$ cat config.mk
export PLATFORM = sky130hd
export DESIGN_NAME = host_mem_decoder
export DESIGN_NICKNAME = d
export VERILOG_FILES = /design/src/rtl/hmd_pkg.sv /design/src/rtl/hmd_ctrl.sv /design/src/rtl/hmd_datapath.sv /design/src/rtl/host_mem_decoder.sv
export SDC_FILE = /design/constraint.sdc
export NUM_CORES = 1
export LEC_CHECK = 0
export BUFFER_PORTS_ARGS = -buffer_cell sky130_fd_sc_hd__buf_2
export CORE_UTILIZATION = 55
export DETAILED_ROUTE_END_ITERATION = 7
export PLACE_DENSITY = 0.87
export SYNTH_ARGS = -nofsm -noshare
export SYNTH_HDL_FRONTEND = slang
export SYNTH_HIERARCHICAL = 1
export SYNTH_SLANG_ARGS = --single-unit
$ cat constraint.sdc
create_clock -name vclk -period 5.85
set_input_delay 1.17 -clock vclk [all_inputs]
set_output_delay 1.17 -clock vclk [all_outputs]
set_load 0.005 [all_outputs]
$ cat src/rtl/hmd_pkg.sv
package hmd_pkg;

  typedef enum logic [1:0] {
    ATTR_OFF = 2'b00,
    ATTR_RO  = 2'b01,
    ATTR_WO  = 2'b10,
    ATTR_RW  = 2'b11
  } shadowAttr_e;

  typedef struct packed {
    logic dramDirect;
    logic dramRemap;
    logic mmio;
    logic forward;
  } decStrobe_t;

  localparam int SEL_DRAM   = 0;
  localparam int SEL_MMIO   = 1;
  localparam int SEL_FWD    = 2;
  localparam int SEL_W      = 3;
  localparam int ATTR_BYTES = 7;
  localparam int SHADOW_W   = 8 * ATTR_BYTES;
  localparam int NUM_SEG    = 16;

endpackage

$ cat src/rtl/hmd_ctrl.sv
module hmd_ctrl
  import hmd_pkg::*;
#(
  parameter int ADDR_W = 36,
  parameter int LOW_W  = 32
) (
  input  logic                reqValid,
  input  logic [ADDR_W-1:0]   reqAddr,
  input  logic                reqWrite,
  input  logic [LOW_W-1:0]    cfgLowLimit,
  input  logic [ADDR_W-1:0]   cfgUpperLimit,
  input  logic [ADDR_W-1:0]   cfgRemapBase,
  input  logic [ADDR_W-1:0]   cfgRemapLimit,
  input  logic [SHADOW_W-1:0] cfgShadowAttr,
  output decStrobe_t          strobe
);

  localparam int HI_W = ADDR_W - LOW_W;

  logic below4g, inLegacy, inVga, remapOn, inWindow, permit, belowLow;
  logic [1:0] segAttr [NUM_SEG];
  shadowAttr_e curAttr;

  assign below4g  = (reqAddr[ADDR_W-1:LOW_W] == '0);
  assign inLegacy = below4g && (reqAddr[LOW_W-1:20] == '0) &&
                    ((reqAddr[19:18] == 2'b11) || (reqAddr[19:17] == 3'b101));
  assign inVga    = inLegacy && (reqAddr[19:17] == 3'b101);
  assign belowLow = reqAddr < {{HI_W{1'b0}}, cfgLowLimit};
  assign remapOn  = (cfgRemapBase <= cfgRemapLimit);
  assign inWindow = remapOn && (reqAddr >= cfgRemapBase) && (reqAddr <= cfgRemapLimit);

  for (genvar g = 0; g < NUM_SEG; g++) begin : gSeg
    if (g >= 12) begin : gTop
      assign segAttr[g] = cfgShadowAttr[5:4];
    end else begin : gLow
      assign segAttr[g] = cfgShadowAttr[(g/2 + 1)*8 + (g%2)*4 +: 2];
    end
  end

  assign curAttr = shadowAttr_e'(segAttr[reqAddr[17:14]]);

  always_comb begin
    unique case (curAttr)
      ATTR_RW: permit = 1'b1;
      ATTR_RO: permit = !reqWrite;
      ATTR_WO: permit = reqWrite;
      default: permit = 1'b0;
    endcase
  end

  always_comb begin
    strobe = '0;
    if (reqValid) begin
      if (below4g) begin
        if (inLegacy) begin
          if (inVga || !permit) strobe.forward    = 1'b1;
          else                  strobe.dramDirect = 1'b1;
        end else if (belowLow) begin
          strobe.dramDirect = 1'b1;
        end else begin
          strobe.mmio = 1'b1;
        end
      end else if (inWindow) begin
        strobe.dramRemap = 1'b1;
      end else if (reqAddr < cfgUpperLimit) begin
        strobe.dramDirect = 1'b1;
      end else begin
        strobe.mmio = 1'b1;
      end
    end
  end

  // Guards on the strobe decisions
  always_comb begin
    if (cfgRemapLimit < cfgRemapBase)
      a_r4_no_remap_when_off: assert (!strobe.dramRemap) else $error("R4 remap hit while off");
    if (reqValid && inVga)
      a_r8_vga_forwards: assert (strobe.forward) else $error("R8 legacy video span not forwarded");
    if (reqValid && inLegacy && !permit)
      a_r7_forbidden_not_claimed: assert (!strobe.dramDirect && !strobe.mmio)
        else $error("R7 forbidden legacy access claimed");
    if (reqValid && below4g && !inLegacy && !belowLow)
      a_r2_hole_is_mmio: assert (strobe.mmio) else $error("R2 hole not MMIO");
  end

endmodule

$ cat src/rtl/hmd_datapath.sv
module hmd_datapath
  import hmd_pkg::*;
#(
  parameter int ADDR_W = 36,
  parameter int LOW_W  = 32
) (
  input  logic              reqValid,
  input  logic [ADDR_W-1:0] reqAddr,
  input  logic [LOW_W-1:0]  cfgLowLimit,
  input  logic [ADDR_W-1:0] cfgRemapBase,
  input  decStrobe_t        strobe,
  output logic [SEL_W-1:0]  tgtSel,
  output logic [ADDR_W-1:0] dramAddr,
  output logic              claimed
);

  localparam int HI_W = ADDR_W - LOW_W;

  logic [ADDR_W-1:0] windowOffset, foldedAddr;

  assign windowOffset = reqAddr - cfgRemapBase;
  assign foldedAddr   = {{HI_W{1'b0}}, cfgLowLimit} + windowOffset;

  always_comb begin
    tgtSel           = '0;
    tgtSel[SEL_DRAM] = strobe.dramDirect | strobe.dramRemap;
    tgtSel[SEL_MMIO] = strobe.mmio;
    tgtSel[SEL_FWD]  = strobe.forward;
  end

  always_comb begin
    if (strobe.dramRemap)       dramAddr = foldedAddr;
    else if (strobe.dramDirect) dramAddr = reqAddr;
    else                        dramAddr = '0;
  end

  assign claimed = tgtSel[SEL_DRAM] | tgtSel[SEL_MMIO];

  // Guards on the output encoding
  always_comb begin
    if (reqValid)
      a_r9_one_target: assert ($countones(tgtSel) == 1) else $error("R9 target not one-hot");
    else
      a_r9_idle_quiet: assert (tgtSel == '0) else $error("R9 target while idle");
    if (!tgtSel[SEL_DRAM])
      a_r10_addr_zero: assert (dramAddr == '0) else $error("R10 DRAM address off DRAM path");
  end

endmodule

$ cat src/rtl/host_mem_decoder.sv
module host_mem_decoder
  import hmd_pkg::*;
#(
  parameter int ADDR_W = 36,
  parameter int LOW_W  = 32
) (
  input  logic                reqValid,
  input  logic [ADDR_W-1:0]   reqAddr,
  input  logic                reqWrite,
  input  logic [LOW_W-1:0]    cfgLowLimit,
  input  logic [ADDR_W-1:0]   cfgUpperLimit,
  input  logic [ADDR_W-1:0]   cfgRemapBase,
  input  logic [ADDR_W-1:0]   cfgRemapLimit,
  input  logic [SHADOW_W-1:0] cfgShadowAttr,
  output logic [SEL_W-1:0]    tgtSel,
  output logic [ADDR_W-1:0]   dramAddr,
  output logic                claimed
);

  decStrobe_t strobe;

  hmd_ctrl #(.ADDR_W(ADDR_W), .LOW_W(LOW_W)) uCtrl (
    .reqValid      (reqValid),
    .reqAddr       (reqAddr),
    .reqWrite      (reqWrite),
    .cfgLowLimit   (cfgLowLimit),
    .cfgUpperLimit (cfgUpperLimit),
    .cfgRemapBase  (cfgRemapBase),
    .cfgRemapLimit (cfgRemapLimit),
    .cfgShadowAttr (cfgShadowAttr),
    .strobe        (strobe)
  );

  hmd_datapath #(.ADDR_W(ADDR_W), .LOW_W(LOW_W)) uData (
    .reqValid     (reqValid),
    .reqAddr      (reqAddr),
    .cfgLowLimit  (cfgLowLimit),
    .cfgRemapBase (cfgRemapBase),
    .strobe       (strobe),
    .tgtSel       (tgtSel),
    .dramAddr     (dramAddr),
    .claimed      (claimed)
  );

endmodule

==> results of run 1 <==
worst max-delay path: stages:
cell and delay (ns):
buf_2 0.15, ha_1 0.29, a2111oi_0 0.46, nor4_1 0.17
o41a_1 0.42, o31ai_1 0.35, nand3_1 0.14, o2bb2ai_2 0.24
nor2b_1 0.62, nand2_1 0.11, o31ai_1 0.08, nand3b_1 0.16
buf_2 0.12
worst paths after layout:
check                 startpoint            to  slack (ns)  cells past startpoint
worst max-delay path  reqAddr[1]  dramAddr[33]        0.20                     13
worst min-delay path  reqAddr[0]   dramAddr[0]        2.74                      3
kinds of logic after synthesis:
| group | share of synthesized area |
|---|---|
| AND/OR/NAND/NOR | 0.184 |
| multiplexers | 0.0224 |
| adder cells (fa/ha/maj) | 0.387 |
| XOR/XNOR | 0.0215 |
| AO/OA/AOI/OAI | 0.243 |
| buffers and inverters | 0.143 |
placed cells by master, fill, tap and decap left out, types with 7 or more instances in the layout:
cell and instances:
inv_1 284, a21oi_1 91, o211ai_1 8, mux4_2 8, nand2_1 93, nand4_1 39, a21o_1 32, ha_1 213
and3_1 9, nor2_1 33, o21ai_0 57, xnor2_1 12, fa_1 32, buf_2 244, a211o_1 8, xor2_1 9
nor3_1 15, a21oi_2 7, and4_1 11, o21ai_1 9, a211oi_1 7, nand3_1 47, nor4_1 11
layout make-up:
cell class	count	area share
Inverter	284	0.107
Tap cell	188	0.0237
Multi-Input combinational cell	876	0.738
Timing Repair Buffer	252	0.131
power by group through the flow:
| stage | combinational, mW | clock, mW | sequential, mW |
|---|---|---|---|
| 2_1_floorplan | 0.775 | 0 | 0 |
| 3_3_place_gp | 1.07 | 0 | 0 |
| 3_5_place_dp | 1.11 | 0 | 0 |
| 4_1_cts | 1.11 | 0 | 0 |
| 5_1_grt | 1.25 | 0 | 0 |
| 6_report | 1.13 | 0 | 0 |
per-layer routing:
| layer | share of wire | vias up | track usage | wire length, um |
|---|---|---|---|---|
| met5 | 0 | - | 0 | 0 |
| li1 | - | 4594 | - | - |
| met2 | 0.47 | 477 | 0.584 | 12700 |
| met1 | 0.42 | 4439 | 0.416 | 11200 |
| met4 | 0.032 | 0 | 0.115 | 860 |
| met3 | 0.079 | 62 | 0.0232 | 2110 |
==> results.ini, run 1 <==
[power_and_ir_drop]
p_sw_frac = 0.590
power_density_nw_per_um2 = 114
vdd_ir_drop_max_mv = 0.0599
p_sw_mw = 0.669
p_int_mw = 0.465
p_comb_frac = 1.000
p_leak_nw = 5.79
clockPowerShare = 0
seqPwrFrac = 0
power_mw = 1.13

[logic_synthesis]
syn_area_per_cell_um2 = 7.21
ys_top_cells_by_count = 284 x inv_1, 213 x ha_1, 93 x nand2_1
synth_area_leaders = ha_1 31%, inv_1 12%, fa_1 7.5%, a21oi_1 5.3%, nand2_1 4.1%
yosys.area.top_type_share = 0.312
synth_cell_types = 84
synth_nets = 1665
yosys_warnings = 6
netlist_instances = 1186
synth_top_cell_by_area = ha_1
yosysMostFrequentCell = inv_1
seq_area_frac_synth = 0
syn-cell-area_um2 = 8550

[setup_path]
critPathArrivalTime_ns = 4.48
worst-setup-path-type = in2out
path_max_fanout = 6
cp.required_ns = 4.68
cp-start-kind = primary input
endpoint_kind = primary output

[routing]
drcViolationCount = 0
drtAntennaViolNets = 0
wl_per_cell_um = 16.8
drt-total-wl_mm = 26.8
firstDrtPassIters = 8
vias_per_cell = 5.98
vias = 9572
first_iter_violations = 608

[min_path]
hp-class = in2out

[placement]
dp.cells = 1600
place_hpwl_mm = 23.3
io_buffer_count = 244
dp_slack_ns = 0.214
gp_congestion = 0.941
postPlaceCellArea_um2 = 9950

[timing]
setup-violations-final = 0
hold_viol_final = 0
hold_ws_ns = 2.74
tightest_slew_ns = 0.713
layout_min_cycle_time_ns = 5.65
rsz0062_at_grt = false
slew_headroom = 0.523
finalSetupTns_ns = 0
slew_violations = 0
timing.final.ws_setup_ns = 0.205
fmax_mhz = 177
period_share = 0.965

[floorplanning]
die-height_um = 127
ioPinCount = 274
start_util = 0.563
core_area_um2 = 15200
fp-row-count = 45
dieArea_um2 = 16100
dieWidth_um = 127

[global_routing]
antenna_found_initial = 0
grt_max_degree = 42
overflow = 0
grt_pass1_wl_mm = 42.7
grtUsageTotal = 0.328
grt_pass1_vias = 9134

[clock_tree]
cts_resized = 0
post_cts_buffers = 0
cts_hold_buffers = 0

[cells_and_area]
multi_input_area_um2 = 7340
postLayoutCoreUtil = 0.654
design.seq.count = 0
clock_buffers = 0
layout-drive-gt1-share = 0.217
syn2layout_area_growth_pct = 16.3
fin_cells = 1600
final_nets = 1893
n_antenna_cell = 0
design_area_um2 = 9950
nFillCells = 1349
seq_area_um2 = 0

[run]
maxCapViolCount = 0

[run_status]
status = complete, no violations

Power figures use the tool's default switching activity.
==> run 2: changes to the inputs <==
--- a/config.mk
+++ b/config.mk
@@ -6,10 +6,9 @@
 export NUM_CORES = 1
 export LEC_CHECK = 0
 export BUFFER_PORTS_ARGS = -buffer_cell sky130_fd_sc_hd__buf_2
-export CORE_UTILIZATION = 55
+export CORE_UTILIZATION = 54
 export DETAILED_ROUTE_END_ITERATION = 7
-export PLACE_DENSITY = 0.87
+export PLACE_DENSITY = 0.89
 export SYNTH_ARGS = -nofsm -noshare
 export SYNTH_HDL_FRONTEND = slang
-export SYNTH_HIERARCHICAL = 1
 export SYNTH_SLANG_ARGS = --single-unit
==> results.ini, run 2 <==
[run_status]
status = complete, no violations

[routing]
firstDrtPassIters = 5  ; -3
drcViolationCount = 0  ; unchanged
wl_per_cell_um = 16.6  ; -0.87%
first_iter_violations = 591  ; -2.8%
vias_per_cell = 5.83  ; -2.5%
drt-total-wl_mm = 24.3  ; -9.2%
vias = 8544  ; -11%
drtAntennaViolNets = 0  ; unchanged

[logic_synthesis]
synthSimpleGateAreaFrac = 0.135  ; -0.0483
syn_area_per_cell_um2 = 7.51  ; +4.1%
seq_area_frac_synth = 0  ; unchanged
muxShareOfSynthArea = 0.0260  ; +0.00360
synth_top_family_by_area = adder cells
synth_nets = 1498  ; -10%
yosys_warnings = 0  ; -6
syn-cell-area_um2 = 7660  ; -10%
synth_fa_ha_area_frac = 0.432  ; +0.0455
netlist_instances = 1020  ; -14%
yosys.area.top_type_share = 0.343  ; +0.0315
synth_cell_types = 67  ; -20%
synth_area_leaders = ha_1 34%, inv_1 12%, fa_1 8.9%, a21oi_1 5.0%, a22o_1 3.2%
ys_top_cells_by_count = 251 x inv_1, 210 x ha_1, 77 x a21oi_1
synth_xor_area_frac = 0.0332  ; +0.0117
synth_compound_area_frac = 0.241  ; -0.00264
synth_top_cell_by_area = ha_1
yosysMostFrequentCell = inv_1

[setup_path]
crit_buf_inv = 6  ; +4
critPathTopFamily = compound AO/OA/AOI/OAI gates
path_max_fanout = 5  ; -1
endpoint_kind = primary output
worst-setup-path-type = in2out
crit_slowest_cell = fa_1
critPathArrivalTime_ns = 4.60  ; +0.12 ns
crit_chain = buf_2, inv_1, fa_1, inv_1, ha_1, and2_0, o21ai_1, a31oi_2, o311ai_1, buf_4, a2111oi_2, buf_4, or3_1, a21oi_1, xnor2_1, a22o_1, buf_2
cp-start-kind = primary input
cp.required_ns = 4.68  ; about the same
cpPeakStageDelay_ns = 0.54  ; -0.08 ns

[power_and_ir_drop]
vdd_ir_drop_max_mv = 0.0713  ; +19%
power_mw = 1.05  ; -7.2%
power_density_nw_per_um2 = 113  ; -0.66%
p_leak_nw = 5.54  ; -4.4%

[min_path]
whs_path_depth = 3  ; unchanged
hp-class = in2out
min-delay-start = reqAddr[0]
min_to = dramAddr[0]

[floorplanning]
fp-row-count = 43  ; -4.4%
core_area_um2 = 13900  ; -8.7%
ioPinCount = 274  ; unchanged
dieArea_um2 = 14700  ; -8.7%
die-height_um = 121  ; -4.4%
start_util = 0.552  ; -0.0109
dieWidth_um = 121  ; -4.4%

[cells_and_area]
seq_area_um2 = 0  ; unchanged
layout-drive-gt1-share = 0.231  ; +0.0137
postLayoutCoreUtil = 0.670  ; +0.0153
final_cell_mix = 251 x inv_1, 244 x buf_2, 210 x ha_1
design.seq.count = 0  ; unchanged
multi_input_area_um2 = 6670  ; -9.2%
n_antenna_cell = 0  ; unchanged
syn2layout_area_growth_pct = 21.4
final_common_cell = inv_1
final_nets = 1765  ; -6.8%
nFillCells = 1185  ; -12%
design_area_um2 = 9290  ; -6.6%
clock_buffers = 0  ; unchanged

[global_routing]
grt_max_degree = 19  ; -55%
grtUsageTotal = 0.326  ; -0.00203
grt_pass1_vias = 8204  ; -10%
overflow = 0  ; unchanged
antenna_found_initial = 1  ; +1
grt_pass1_wl_mm = 38.3  ; -10%

[placement]
place_hpwl_mm = 21.6  ; -7.3%
dp_slack_ns = 0.0812  ; -0.132 ns
gp_congestion = 0.968  ; +2.8%
postPlaceCellArea_um2 = 9260  ; -6.9%
io_buffer_count = 244  ; unchanged

[timing]
layout_min_cycle_time_ns = 5.77  ; +0.126 ns
tightest_slew_ns = 0.860  ; +0.146 ns
period_share = 0.986  ; +0.0215
fmax_mhz = 173  ; -2.2%
slew_headroom = 0.421  ; -0.102
setup-violations-final = 0  ; unchanged
timing.final.ws_setup_ns = 0.0792  ; -0.126 ns
hold_viol_final = 0  ; unchanged
finalSetupTns_ns = 0  ; unchanged
slew_violations = 0  ; unchanged
rsz0062_at_grt = true

[clock_tree]
cts_hold_buffers = 0  ; unchanged

[run]
maxCapViolCount = 0  ; unchanged

## run 2: cell count changes after synthesis, moves of 12 or more
cell	previous run	this run
inv_1	284	251
o21ai_0	57	39
nand4_1	39	27
nand2_1	93	54
a21oi_1	91	77
a22o_1	1	28
nand3_1	47	23
## run 2: worst max path at each step
stage | from | end | slack [ns] | cells past startpoint
after detailed placement | reqAddr[1] | dramAddr[32] | 0.08 | 16
after floorplan | reqAddr[15] | dramAddr[31] | 0.45 | 14
after CTS | reqAddr[1] | dramAddr[32] | 0.04 | 16
after global routing | cfgLowLimit[0] | dramAddr[32] | -0.03 | 19
after global placement | reqAddr[1] | dramAddr[32] | 0.11 | 16
final | reqAddr[4] | dramAddr[30] | 0.08 | 17
## run 2: kinds of logic (layout without fill, tap and decap cells)
logic type,after synthesis,after routing
compound gates,271,271
xor+xnor,29,29
fa+ha+maj,244,244
mux,8,8
buf+inv,262,527
simple gates,206,206
## run 2: stage by stage
| stage | std cells | hold slack, ns |
|---|---|---|
| after global placement | 1463 | 2.70 |
| final | 1465 | 2.73 |
| after CTS | 1463 | 2.74 |
| after global routing | 1465 | 2.77 |
| after floorplan | 1020 | 2.45 |
| after detailed placement | 1463 | 2.74 |
## run 2: where the power goes
part           switching (mW)  internal (mW)
Clock                       0              0
Combinational           0.588          0.465
Sequential                  0              0
## run 2: metal layers
layer / part of all wire / global-route usage / up-vias / wire [um]
met1: 0.41 / 0.406 / 3907 / 9880
met3: 0.078 / 0.0352 / 84 / 1900
li1: - / - / 4138 / -
met2: 0.47 / 0.570 / 413 / 11500
met5: 0.00049 / 0 / - / 12
met4: 0.044 / 0.130 / 2 / 1070
## run 2: what timing repair did
action	CTS	global route
endpoints found under the hold margin	0	0
buffers inserted	0	2
resized for setup	0	7
setup endpoints to repair	0	7
## run 2: final cells by class
| type | instances | area share |
|---|---|---|
| Timing Repair Buffer | 276 | 0.157 |
| Tap cell | 180 | 0.0242 |
| Inverter | 251 | 0.101 |
| Multi-Input combinational cell | 758 | 0.717 |
==> run 3: changes to the inputs <==
--- a/config.mk
+++ b/config.mk
@@ -5,10 +5,11 @@
 export SDC_FILE = /design/constraint.sdc
 export NUM_CORES = 1
 export LEC_CHECK = 0
+export ABC_AREA = 1
 export BUFFER_PORTS_ARGS = -buffer_cell sky130_fd_sc_hd__buf_2
-export CORE_UTILIZATION = 54
+export CORE_UTILIZATION = 55
 export DETAILED_ROUTE_END_ITERATION = 7
-export PLACE_DENSITY = 0.89
+export PLACE_DENSITY = 0.88
 export SYNTH_ARGS = -nofsm -noshare
 export SYNTH_HDL_FRONTEND = slang
 export SYNTH_SLANG_ARGS = --single-unit
==> results.ini, run 3 <==
[routing]
first_iter_violations = 688  ; +16%
vias = 10500  ; +23%
drcViolationCount = 0  ; unchanged
wl_per_cell_um = 14.3  ; -14%
firstDrtPassIters = 6  ; +1
drtAntennaViolNets = 0  ; unchanged
vias_per_cell = 5.36  ; -8.1%
drt-total-wl_mm = 28.0  ; +15%

[placement]
postPlaceCellArea_um2 = 10300  ; +12%
gp_congestion = 0.953  ; -1.5%
io_buffer_count = 244  ; unchanged
place_hpwl_mm = 24.7  ; +15%
dp.cells = 1955  ; +34%
dp_slack_ns = 0.560  ; +0.478 ns

[clock_tree]
cts_resized = 0  ; unchanged
post_cts_buffers = 0  ; unchanged
cts_hold_buffers = 0  ; unchanged

[power_and_ir_drop]
p_comb_frac = 1.000  ; about the same
power_density_nw_per_um2 = 113  ; -0.49%
seqPwrFrac = 0  ; unchanged
vdd_ir_drop_max_mv = 0.0689  ; -3.3%
power_mw = 1.17  ; +11%
clockPowerShare = 0  ; unchanged
p_int_mw = 0.431  ; -7.2%
p_leak_nw = 6.50  ; +17%
p_sw_frac = 0.630  ; +0.0717
p_sw_mw = 0.735  ; +25%

[floorplanning]
core_area_um2 = 15900  ; +14%
ioPinCount = 274  ; unchanged
start_util = 0.562  ; +0.0106
die-height_um = 129  ; +6.9%
fp-row-count = 46  ; +7.0%
dieArea_um2 = 16800  ; +14%
dieWidth_um = 129  ; +6.9%

[logic_synthesis]
synth_area_leaders = ha_1 29%, nand2_1 16%, inv_1 14%, fa_1 7.6%, a21oi_1 6.2%
ys_top_cells_by_count = 373 x nand2_1, 334 x inv_1, 210 x ha_1
synth_top_cell_by_area = ha_1
netlist_instances = 1507  ; +48%
yosysMostFrequentCell = nand2_1
seq_area_frac_synth = 0  ; unchanged
yosys_warnings = 0  ; unchanged
synth_cell_types = 39  ; -42%
syn_area_per_cell_um2 = 5.93  ; -21%
syn-cell-area_um2 = 8930  ; +17%
synth_nets = 1985  ; +33%
yosys.area.top_type_share = 0.294  ; -0.0489

[timing]
slew_violations = 0  ; unchanged
slew_headroom = 0.350  ; -0.0712
setup-violations-final = 0  ; unchanged
fmax_mhz = 187  ; +8.1%
hold_viol_final = 0  ; unchanged
timing.final.ws_setup_ns = 0.510  ; +0.430 ns
finalSetupTns_ns = 0  ; unchanged
rsz0062_at_grt = false
hold_ws_ns = 2.70  ; -0.0316 ns
layout_min_cycle_time_ns = 5.34  ; -0.430 ns
period_share = 0.913  ; -0.0736
tightest_slew_ns = 0.966  ; +0.106 ns

[cells_and_area]
design.seq.count = 0  ; unchanged
syn2layout_area_growth_pct = 15.8
final_common_cell = nand2_1
layout-drive-gt1-share = 0.158  ; -0.0736
design_area_um2 = 10300  ; +11%
n_antenna_cell = 0  ; unchanged
clock_buffers = 0  ; unchanged
postLayoutCoreUtil = 0.651  ; -0.0183
seq_area_um2 = 0  ; unchanged
final_cell_mix = 373 x nand2_1, 334 x inv_1, 244 x buf_2
final_nets = 2219  ; +26%
fin_cells = 1955  ; +33%

[setup_path]
worst-setup-path-type = in2out
path_max_fanout = 18  ; +13
crit_chain = buf_2, inv_2, fa_1, inv_1, ha_1, a21oi_1, o21ai_0, a21oi_1, nor2_1, nor2_1, nand2_1, xor2_1, nand3_1, nand2_1, buf_2
critPathTopFamily = adder cells
cpPeakStageDelay_ns = 0.57  ; +0.03 ns
cp-start-kind = primary input
crit_buf_inv = 4  ; -2
cp.required_ns = 4.68  ; about the same
cp-endpoint = dramAddr[27]
critPathArrivalTime_ns = 4.17  ; -0.43 ns
path_depth = 15  ; -2
endpoint_kind = primary output
startpoint = reqAddr[14]
crit_slowest_cell = fa_1

[global_routing]
overflow = 0  ; unchanged
grt_pass1_vias = 9639  ; +17%
grtUsageTotal = 0.326  ; about the same
antenna_found_initial = 0  ; -1
grt_pass1_wl_mm = 43.8  ; +14%
grt_max_degree = 38  ; +19

[run_status]
status = complete, no violations

[min_path]
hp-class = in2out

[run]
maxCapViolCount = 0  ; unchanged

-- run 3: worst min path at each step --
stage / to / depth (start not counted) / startpoint
floorplan: dramAddr[25] / 2 / reqAddr[25]
global placement: dramAddr[0] / 4 / reqAddr[0]
detailed placement: dramAddr[0] / 4 / reqAddr[0]
CTS: dramAddr[0] / 4 / reqAddr[0]
global route: dramAddr[32] / 4 / reqAddr[32]
finish: dramAddr[0] / 4 / reqAddr[0]
-- run 3: logic make-up (layout without fill, tap and decap cells) --
kind of cell,Yosys count,in the layout,share of synthesized area
AOI/OAI and AO/OA,207,207,0.126
xor gates and xnor gates,25,25,0.0245
adders and majority gates,244,244,0.370
buffers and inverters,352,584,0.155
and+or+nand+nor,679,679,0.324
-- run 3: layer usage --
layer | global-route usage | part of all wire | vias up
met1 | 0.423 | 0.44 | 4735
met5 | 0 | 0 | -
met4 | 0.0999 | 0.031 | 0
met3 | 0.0293 | 0.071 | 55
li1 | - | - | 5280
met2 | 0.570 | 0.46 | 413
-- run 3: area by class of cell --
| cell class | count | area [um2] |
|---|---|---|
| timing repair buffer | 248 | 1260 |
| multi-input combinational | 1155 | 7550 |
| fill | 1551 | 5540 |
| tap | 216 | 270 |
| inverter | 336 | 1260 |
-- run 3: worst min-delay path, cell delays in order --
cell     delay, ns
buf_2         0.11
nand3_1       0.07
nand2_1       0.07
buf_2         0.10
-- run 3: power groups by stage --
| stage | Clock [mW] | Combinational (mW) | Sequential, mW |
|---|---|---|---|
| floorplan | 0 | 0.781 | 0 |
| global placement | 0 | 1.11 | 0 |
| detailed placement | 0 | 1.14 | 0 |
| CTS | 0 | 1.15 | 0 |
| global route | 0 | 1.32 | 0 |
| finish | 0 | 1.17 | 0 |
